[config.mk]
export PLATFORM = sky130hd
export DESIGN_NAME = watch_unit
export DESIGN_NICKNAME = d
export VERILOG_FILES = /design/src/rtl/watch_pkg.sv /design/src/rtl/watch_spec_check.sv /design/src/rtl/watch_match.sv /design/src/rtl/watch_recall.sv /design/src/rtl/watch_unit.sv
export SDC_FILE = /design/constraint.sdc
export NUM_CORES = 1
export LEC_CHECK = 0
export BUFFER_PORTS_ARGS = -buffer_cell sky130_fd_sc_hd__buf_2
export CAP_MARGIN = 10
export CORE_ASPECT_RATIO = 1.5
export CORE_MARGIN = 1
export CORE_UTILIZATION = 59
export CTS_BUF_LIST = sky130_fd_sc_hd__clkbuf_16
export CTS_CLUSTER_SIZE = 28
export DETAILED_ROUTE_END_ITERATION = 12
export HOLD_SLACK_MARGIN = 0.15
export PLACE_DENSITY_LB_ADDON = 0.15
export SLEW_MARGIN = 0
export SYNTH_ARGS = -nofsm -noshare
export SYNTH_HDL_FRONTEND = slang
export SYNTH_SLANG_ARGS = --single-unit
[constraint.sdc]
create_clock -name clk_i -period 5.3 [get_ports clk_i]
set_input_delay 0.265 -clock clk_i [delete_from_list [all_inputs] [get_ports clk_i]]
set_output_delay 0.265 -clock clk_i [all_outputs]
set_load 0.02 [all_outputs]
[src/rtl/watch_pkg.sv]
package watch_pkg;
  typedef enum logic [1:0] {
    CYC_MRD = 2'd0,
    CYC_MWR = 2'd1,
    CYC_IN  = 2'd2,
    CYC_OUT = 2'd3
  } cyc_e;

  // kind[2]: port space, kind[1:0]: 0 read/in, 1 write/out, 2 any, 3 invalid
  localparam logic [1:0] DIR_RD  = 2'd0;
  localparam logic [1:0] DIR_WR  = 2'd1;
  localparam logic [1:0] DIR_ANY = 2'd2;
  localparam logic [1:0] DIR_BAD = 2'd3;
endpackage

[src/rtl/watch_spec_check.sv]
module watch_spec_check
  import watch_pkg::*;
#(
  parameter int unsigned ADDR_W = 16,
  parameter int unsigned PORT_W = 8,
  parameter logic [PORT_W-1:0] RSVD_PORT = 8'hA1
) (
  input  logic [2:0]        kind_i,
  input  logic [ADDR_W-1:0] start_i,
  input  logic [ADDR_W-1:0] end_i,
  input  logic              has_end_i,
  output logic              ok_o,
  output logic [ADDR_W-1:0] lo_o,
  output logic [ADDR_W-1:0] hi_o
);
  localparam int unsigned PAD_W = ADDR_W - PORT_W;

  logic [ADDR_W-1:0] end_eff;
  logic              port_space;
  logic              bad_kind;
  logic              bad_order;
  logic              hits_rsvd;
  logic [ADDR_W-1:0] rsvd_ext;

  assign rsvd_ext   = {{PAD_W{1'b0}}, RSVD_PORT};
  assign end_eff    = has_end_i ? end_i : start_i;
  assign port_space = kind_i[2];
  assign bad_kind   = (kind_i[1:0] == DIR_BAD);

  always_comb begin
    if (port_space) begin
      lo_o = {{PAD_W{1'b0}}, start_i[PORT_W-1:0]};
      hi_o = {{PAD_W{1'b0}}, end_eff[PORT_W-1:0]};
    end else begin
      lo_o = start_i;
      hi_o = end_eff;
    end
  end

  assign bad_order = (hi_o < lo_o);
  assign hits_rsvd = port_space && (kind_i[1:0] != DIR_RD)
                     && (lo_o <= rsvd_ext) && (rsvd_ext <= hi_o);
  assign ok_o      = !bad_kind && !bad_order && !hits_rsvd;

  // an accepted range is ordered
  always_comb begin
    if (ok_o) a_r6_ordered: assert (lo_o <= hi_o);
  end
endmodule

[src/rtl/watch_match.sv]
module watch_match
  import watch_pkg::*;
#(
  parameter int unsigned ADDR_W = 16,
  parameter int unsigned PORT_W = 8
) (
  input  logic              valid_i,
  input  logic [1:0]        type_i,
  input  logic [ADDR_W-1:0] addr_i,
  input  logic [2:0]        kind_i,
  input  logic [ADDR_W-1:0] lo_i,
  input  logic [ADDR_W-1:0] hi_i,
  output logic              match_o
);
  localparam int unsigned PAD_W = ADDR_W - PORT_W;

  logic              space_ok;
  logic              dir_ok;
  logic [ADDR_W-1:0] cmp_addr;

  assign space_ok = (type_i[1] == kind_i[2]);
  assign dir_ok   = (kind_i[1:0] == DIR_ANY) ||
                    ((kind_i[1:0] != DIR_BAD) && (kind_i[0] == type_i[0]));
  assign cmp_addr = kind_i[2] ? {{PAD_W{1'b0}}, addr_i[PORT_W-1:0]} : addr_i;
  assign match_o  = valid_i && space_ok && dir_ok
                    && (cmp_addr >= lo_i) && (cmp_addr <= hi_i);
endmodule

[src/rtl/watch_recall.sv]
module watch_recall #(
  parameter int unsigned ADDR_W = 16
) (
  input  logic              clk_i,
  input  logic              rst_ni,
  input  logic              clr_i,
  input  logic              load_i,
  input  logic [2:0]        kind_i,
  input  logic [ADDR_W-1:0] lo_i,
  input  logic [ADDR_W-1:0] hi_i,
  output logic              valid_o,
  output logic [2:0]        kind_o,
  output logic [ADDR_W-1:0] lo_o,
  output logic [ADDR_W-1:0] hi_o
);
  always_ff @(posedge clk_i or negedge rst_ni) begin
    if (!rst_ni) begin
      valid_o <= 1'b0;
      kind_o  <= '0;
      lo_o    <= '0;
      hi_o    <= '0;
    end else if (clr_i) begin
      valid_o <= 1'b0;
    end else if (load_i) begin
      valid_o <= 1'b1;
      kind_o  <= kind_i;
      lo_o    <= lo_i;
      hi_o    <= hi_i;
    end
  end

  a_r8_exit_clears: assert property (@(posedge clk_i) disable iff (!rst_ni)
    clr_i |=> !valid_o);
  a_r8_load_sets: assert property (@(posedge clk_i) disable iff (!rst_ni)
    (load_i && !clr_i) |=> valid_o);
endmodule

[src/rtl/watch_unit.sv]
module watch_unit
  import watch_pkg::*;
#(
  parameter int unsigned ADDR_W = 16,
  parameter int unsigned PORT_W = 8,
  parameter logic [PORT_W-1:0] RSVD_PORT = 8'hA1
) (
  input  logic              clk_i,
  input  logic              rst_ni,
  input  logic              cyc_valid_i,
  input  logic [1:0]        cyc_type_i,
  input  logic [ADDR_W-1:0] cyc_addr_i,
  input  logic              arm_i,
  input  logic [2:0]        arm_kind_i,
  input  logic [ADDR_W-1:0] arm_start_i,
  input  logic [ADDR_W-1:0] arm_end_i,
  input  logic              arm_has_end_i,
  input  logic              rearm_i,
  input  logic              abort_i,
  input  logic              exit_i,
  output logic              hit_o,
  output logic              halt_req_o,
  output logic [ADDR_W-1:0] hit_addr_o,
  output logic [1:0]        hit_type_o,
  output logic              armed_o,
  output logic              reject_o,
  output logic              no_prev_o
);
  logic              chk_ok;
  logic [ADDR_W-1:0] chk_lo, chk_hi;
  logic              rc_valid;
  logic [2:0]        rc_kind;
  logic [ADDR_W-1:0] rc_lo, rc_hi;
  logic              match;
  logic              armed_q;
  logic              do_abort, do_arm, do_rearm;
  logic              arm_ok, arm_bad, rearm_ok, rearm_none;

  watch_spec_check #(.ADDR_W(ADDR_W), .PORT_W(PORT_W), .RSVD_PORT(RSVD_PORT)) u_check (
    .kind_i   (arm_kind_i),
    .start_i  (arm_start_i),
    .end_i    (arm_end_i),
    .has_end_i(arm_has_end_i),
    .ok_o     (chk_ok),
    .lo_o     (chk_lo),
    .hi_o     (chk_hi)
  );

  // the recall doubles as the live specification
  watch_recall #(.ADDR_W(ADDR_W)) u_recall (
    .clk_i  (clk_i),
    .rst_ni (rst_ni),
    .clr_i  (exit_i),
    .load_i (arm_ok),
    .kind_i (arm_kind_i),
    .lo_i   (chk_lo),
    .hi_i   (chk_hi),
    .valid_o(rc_valid),
    .kind_o (rc_kind),
    .lo_o   (rc_lo),
    .hi_o   (rc_hi)
  );

  watch_match #(.ADDR_W(ADDR_W), .PORT_W(PORT_W)) u_match (
    .valid_i(cyc_valid_i),
    .type_i (cyc_type_i),
    .addr_i (cyc_addr_i),
    .kind_i (rc_kind),
    .lo_i   (rc_lo),
    .hi_i   (rc_hi),
    .match_o(match)
  );

  // priority: exit > abort > arm > rearm
  assign do_abort   = !exit_i && abort_i;
  assign do_arm     = !exit_i && !abort_i && arm_i;
  assign do_rearm   = !exit_i && !abort_i && !arm_i && rearm_i;
  assign arm_ok     = do_arm && chk_ok;
  assign arm_bad    = do_arm && !chk_ok;
  assign rearm_ok   = do_rearm && rc_valid;
  assign rearm_none = do_rearm && !rc_valid;

  assign hit_o      = armed_q && match && !exit_i && !abort_i;
  assign halt_req_o = hit_o || (do_abort && armed_q);
  assign armed_o    = armed_q;

  always_ff @(posedge clk_i or negedge rst_ni) begin
    if (!rst_ni) begin
      armed_q    <= 1'b0;
      hit_addr_o <= '0;
      hit_type_o <= '0;
      reject_o   <= 1'b0;
      no_prev_o  <= 1'b0;
    end else begin
      reject_o  <= arm_bad;
      no_prev_o <= rearm_none;
      if (exit_i || do_abort)      armed_q <= 1'b0;
      else if (arm_ok || rearm_ok) armed_q <= 1'b1;
      else if (hit_o)              armed_q <= 1'b0;
      if (hit_o) begin
        hit_addr_o <= cyc_addr_i;
        hit_type_o <= cyc_type_i;
      end
    end
  end

  a_r4_one_shot: assert property (@(posedge clk_i) disable iff (!rst_ni)
    (hit_o && !arm_i && !rearm_i) |=> !armed_o);
  a_r4_capture: assert property (@(posedge clk_i) disable iff (!rst_ni)
    hit_o |=> (hit_addr_o == $past(cyc_addr_i)) && (hit_type_o == $past(cyc_type_i)));
  a_r5_reserved_port: assert property (@(posedge clk_i) disable iff (!rst_ni)
    (cyc_valid_i && cyc_type_i == CYC_OUT && cyc_addr_i[PORT_W-1:0] == RSVD_PORT) |-> !hit_o);
  a_r7_no_prev: assert property (@(posedge clk_i) disable iff (!rst_ni)
    (rearm_i && !arm_i && !abort_i && !exit_i && !rc_valid) |=> no_prev_o && !armed_o);
  a_r9_abort: assert property (@(posedge clk_i) disable iff (!rst_ni)
    (abort_i && !exit_i && armed_o) |-> halt_req_o && !hit_o);
  a_r9_abort_disarms: assert property (@(posedge clk_i) disable iff (!rst_ni)
    abort_i |=> !armed_o);
  a_r6_reject_keeps: assert property (@(posedge clk_i) disable iff (!rst_ni)
    (arm_bad && !hit_o) |=> $stable(armed_o) && reject_o);
endmodule

==> metrics.csv <==
stage;metric;value;unit
outcome;status;complete, no violations;
critical_path;FF-to-FF Start;u_recall.kind_o[2]$_DFFE_PN0P_;
cts;cts repair resizes;0;
critical_path;CP top delay family;compound AO/OA/AOI/OAI gates;
critical_path;CP arrival;3.08;ns
placement;HPWL after DPL;6630;µm
power;Switching Fraction;32.5;%
global_route;via count of the first global-routing pass;3033;
yosys;most frequent cells after synthesis;57 x dfrtp_1, 45 x ha_1, 41 x inv_1;
timing;worst setup margin;1.95;ns
power;internal power;1.13;mW
routing;DR iter-0 viols;112;
yosys;ys async rst share;100;%
global_route;largest net degree at the start of global routing;58;
yosys;prevailing post-synth register cell;dfrtp_1;
cts;root buffer cell;clkbuf_16;
global_route;global-route wire length before repair;13800;µm
hold_path;hold_sp;cyc_addr_i[9];
power;overall power;1.67;mW
critical_path;CP max FO;21;
floorplanning;die height;99.0;µm
timing;Worst Tran Pin Value;0.722;ns
run;max cap viols;0;
timing;Fin. Hold Viols;0;
global_route;gr ovfl total;0;
final_layout;area growth from synthesis to layout;20.9;%
power;Worst VDD drop;341;µV
floorplanning;# rows;35;
critical_path;CP max stage cell;dfrtp_1;
yosys;top cell type's share of synthesized area;38.5;%
critical_path;Crit path top cell by count;o211ai_1;
global_route;initial antenna violation count;0;
routing;uppermost routed layer;met4;
yosys;register area share after synthesis;38.5;%
routing;final WL;8460;µm
final_layout;Final #Nets;545;
timing;Final min period;3.35;ns
final_layout;flip-flop and latch area;0.00143;mm²
floorplanning;Die Wd;66.7;µm
yosys;syn_nets;457;
final_layout;design area;0.00448;mm²
routing;Metal-1 WL;3040;µm
power;Leakage;2.37;nW
routing;met2 WL;4930;µm
yosys;#FFs+latches synth;57;
timing;final period utilization;63.2;%
routing;Antenna Nets Post-Route;0;
yosys;Synthesis Warnings;0;
routing;drc violations;0;
power;PD cells;374;mW/mm²
critical_path;Critical Path Max Stage Delay;0.49;ns
cts;CTS tree;done;
placement;pre-CTS setup slack;1.74;ns
timing;Worst Skew;0.00511;ns
power;power share of the clock group;33.2;%
yosys;cell taking the most area after synthesis;dfrtp_1;
cts;Clock Latency Late Sink;0.32;ns
cts;CTS Hold Buffers Added;2;
critical_path;Crit path required time;5.04;ns
floorplanning;# IOs;84;
timing;TNS Setup;0;ns
yosys;Mapped Avg Cell Area;10.5;µm²
yosys;synthesized netlist cell count;351;
final_layout;multi-input logic area;0.00205;mm²
critical_path;crit-path cells;nor2b_1 -> ha_1 -> and4_1 -> a221oi_1 -> o211ai_1 -> a2111oi_0 -> o211ai_1 -> buf_4 -> nand2_1 -> buf_2;
timing;slew margin rel.;51.9;%
final_layout;antenna cell count;0;
routing;total number of vias;2945;
yosys;Area contributors post-synth;dfrtp_1 39%, ha_1 15%, mux2i_1 6.5%;
critical_path;CP startpoint;u_recall.kind_o[2]$_DFFE_PN0P_;
placement;port bufs;83;
timing;RSZ-0062 raised after global routing;false;
critical_path;CP Class;reg -> out;
cts;CTS H-Tree Depth;3;
routing;vias per cell;5.69;
floorplanning;core area;0.00609;mm²
cts;CTS Sinks;57;
final_layout;layout cells sized above 1;27.9;%
routing;drt pass-1 iters;6;
routing;routed len/inst;16.3;µm
global_route;total track usage;28.2;%
floorplanning;Initial Utilization;60.8;%
timing;Final setup viols;0;
routing;met3 routed WL;235;µm
power;Gate power share;30.9;%
cts;TritonCTS buffer count;9;
floorplanning;die area;0.00660;mm²
cts;clock transition at the registers of the reported paths;0.05;ns
placement;Placer Congestion;0.888;
timing;Slew Limit Fails;0;
timing;Peak Freq;299;MHz
yosys;synthesized cell area;0.00370;mm²
placement;Post-Place Cell Area;0.00417;mm²
yosys;Netlist cell types;49;
power;sequential power share;35.9;%
final_layout;fill count;466;
power;NetSw;544;µW
yosys;count leader, synth;dfrtp_1;
cts;postcts setup bufs;0;
critical_path;WP buf/inv;2;
critical_path;critical path capture point type;primary output;
cts;clk buf depth;2;
hold_path;Hold WC Path Type;in -> reg;
critical_path;CP Launch Type;flip-flop;
yosys;number of synthesized flops with an enable pin;0;
-- routing by layer --
metal / vias up / global-route usage [%]
met5: - / 0
met4: 0 / 11.8
met1: 1456 / 28.6
met3: 18 / 5.79
li1: 1421 / -
met2: 50 / 53.3
-- cells by family after synthesis --
group	share of synthesized area (%)
AO/OA/AOI/OAI	8.65
XOR/XNOR	0.946
adder cells (fa/ha/maj)	15.5
buffers and inverters	6.22
flip-flops	38.5
multiplexers	19.3
AND/OR/NAND/NOR	10.9
-- path summary, 6_finish.rpt --
kind	slack, ns	endpoint	cells past startpoint
max	1.95	halt_req_o	10
min	0.19	hit_addr_o[9]$_DFFE_PN0P_	2
max reg2reg	2.28	armed_o$_DFFE_PN0P_	9
min reg2reg	0.47	no_prev_o$_DFF_PN0_	1
max in group asynchronous	4.20	u_recall.hi_o[1]$_DFFE_PN0P_	3
min in group asynchronous	0.61	hit_addr_o[3]$_DFFE_PN0P_	3
-- metrics by stage --
| stage | std cells | utilization, % | hold WS [ns] |
|---|---|---|---|
| 6_report | 518 | 73.5 | 0.188 |
| 5_1_grt | 518 | 73.5 | 0.184 |
| 4_1_cts | 518 | 73.5 | 0.180 |
| 3_5_place_dp | 500 | 68.5 | 0.452 |
| 3_3_place_gp | 500 | 68.5 | 0.450 |
| 2_1_floorplan | 351 | - | -0.0306 |
-- power by group through the flow --
| stage | logic, mW | registers (mW) | clock network (mW) |
|---|---|---|---|
| CTS | 0.519 | 0.603 | 0.561 |
| detailed placement | 0.509 | 0.609 | 0 |
| finish | 0.516 | 0.601 | 0.556 |
| global route | 0.596 | 0.615 | 0.585 |
| floorplan | 0.367 | 0.586 | 0 |
| global placement | 0.484 | 0.605 | 0 |
-- area by class of cell --
class	count	area share, %
Tap cell	74	2.07
Clock buffer	9	5.03
Multi-Input combinational cell	241	45.9
Inverter	42	3.52
Timing Repair Buffer	88	10.2
Sequential cell	57	31.9
Clock inverter	7	1.40
-- placed cells by master, fill, tap and decap left out, drive strengths merged, types with 2 or more instances in the layout --
cell type,instances
buf,86
dfrtp,57
ha,45
inv,42
mux2,42
mux2i,24
nand2,21
nor2,20
nor2b,10
o21ai,9
a21oi,9
clkbuf,9
nand3,7
nand4,7
a21o,5
o211ai,4
a211oi,4
clkinv,4
xnor2,3
nor3,3
a2111oi,3
nand2b,2
a221oi,2
nand3b,2
clkinvlp,2
dlygate4sd3,2
nor4,2
-- registers in the layout, summed over array words and instances (netlist names) --
register and flops:
u_recall.lo_o 16, u_recall.valid_o 1, reject_o 1, u_recall.hi_o 16, u_recall.kind_o 3, armed_o 1
hit_addr_o 16, no_prev_o 1, hit_type_o 2
No activity file was read; power rests on OpenSTA's default activity.
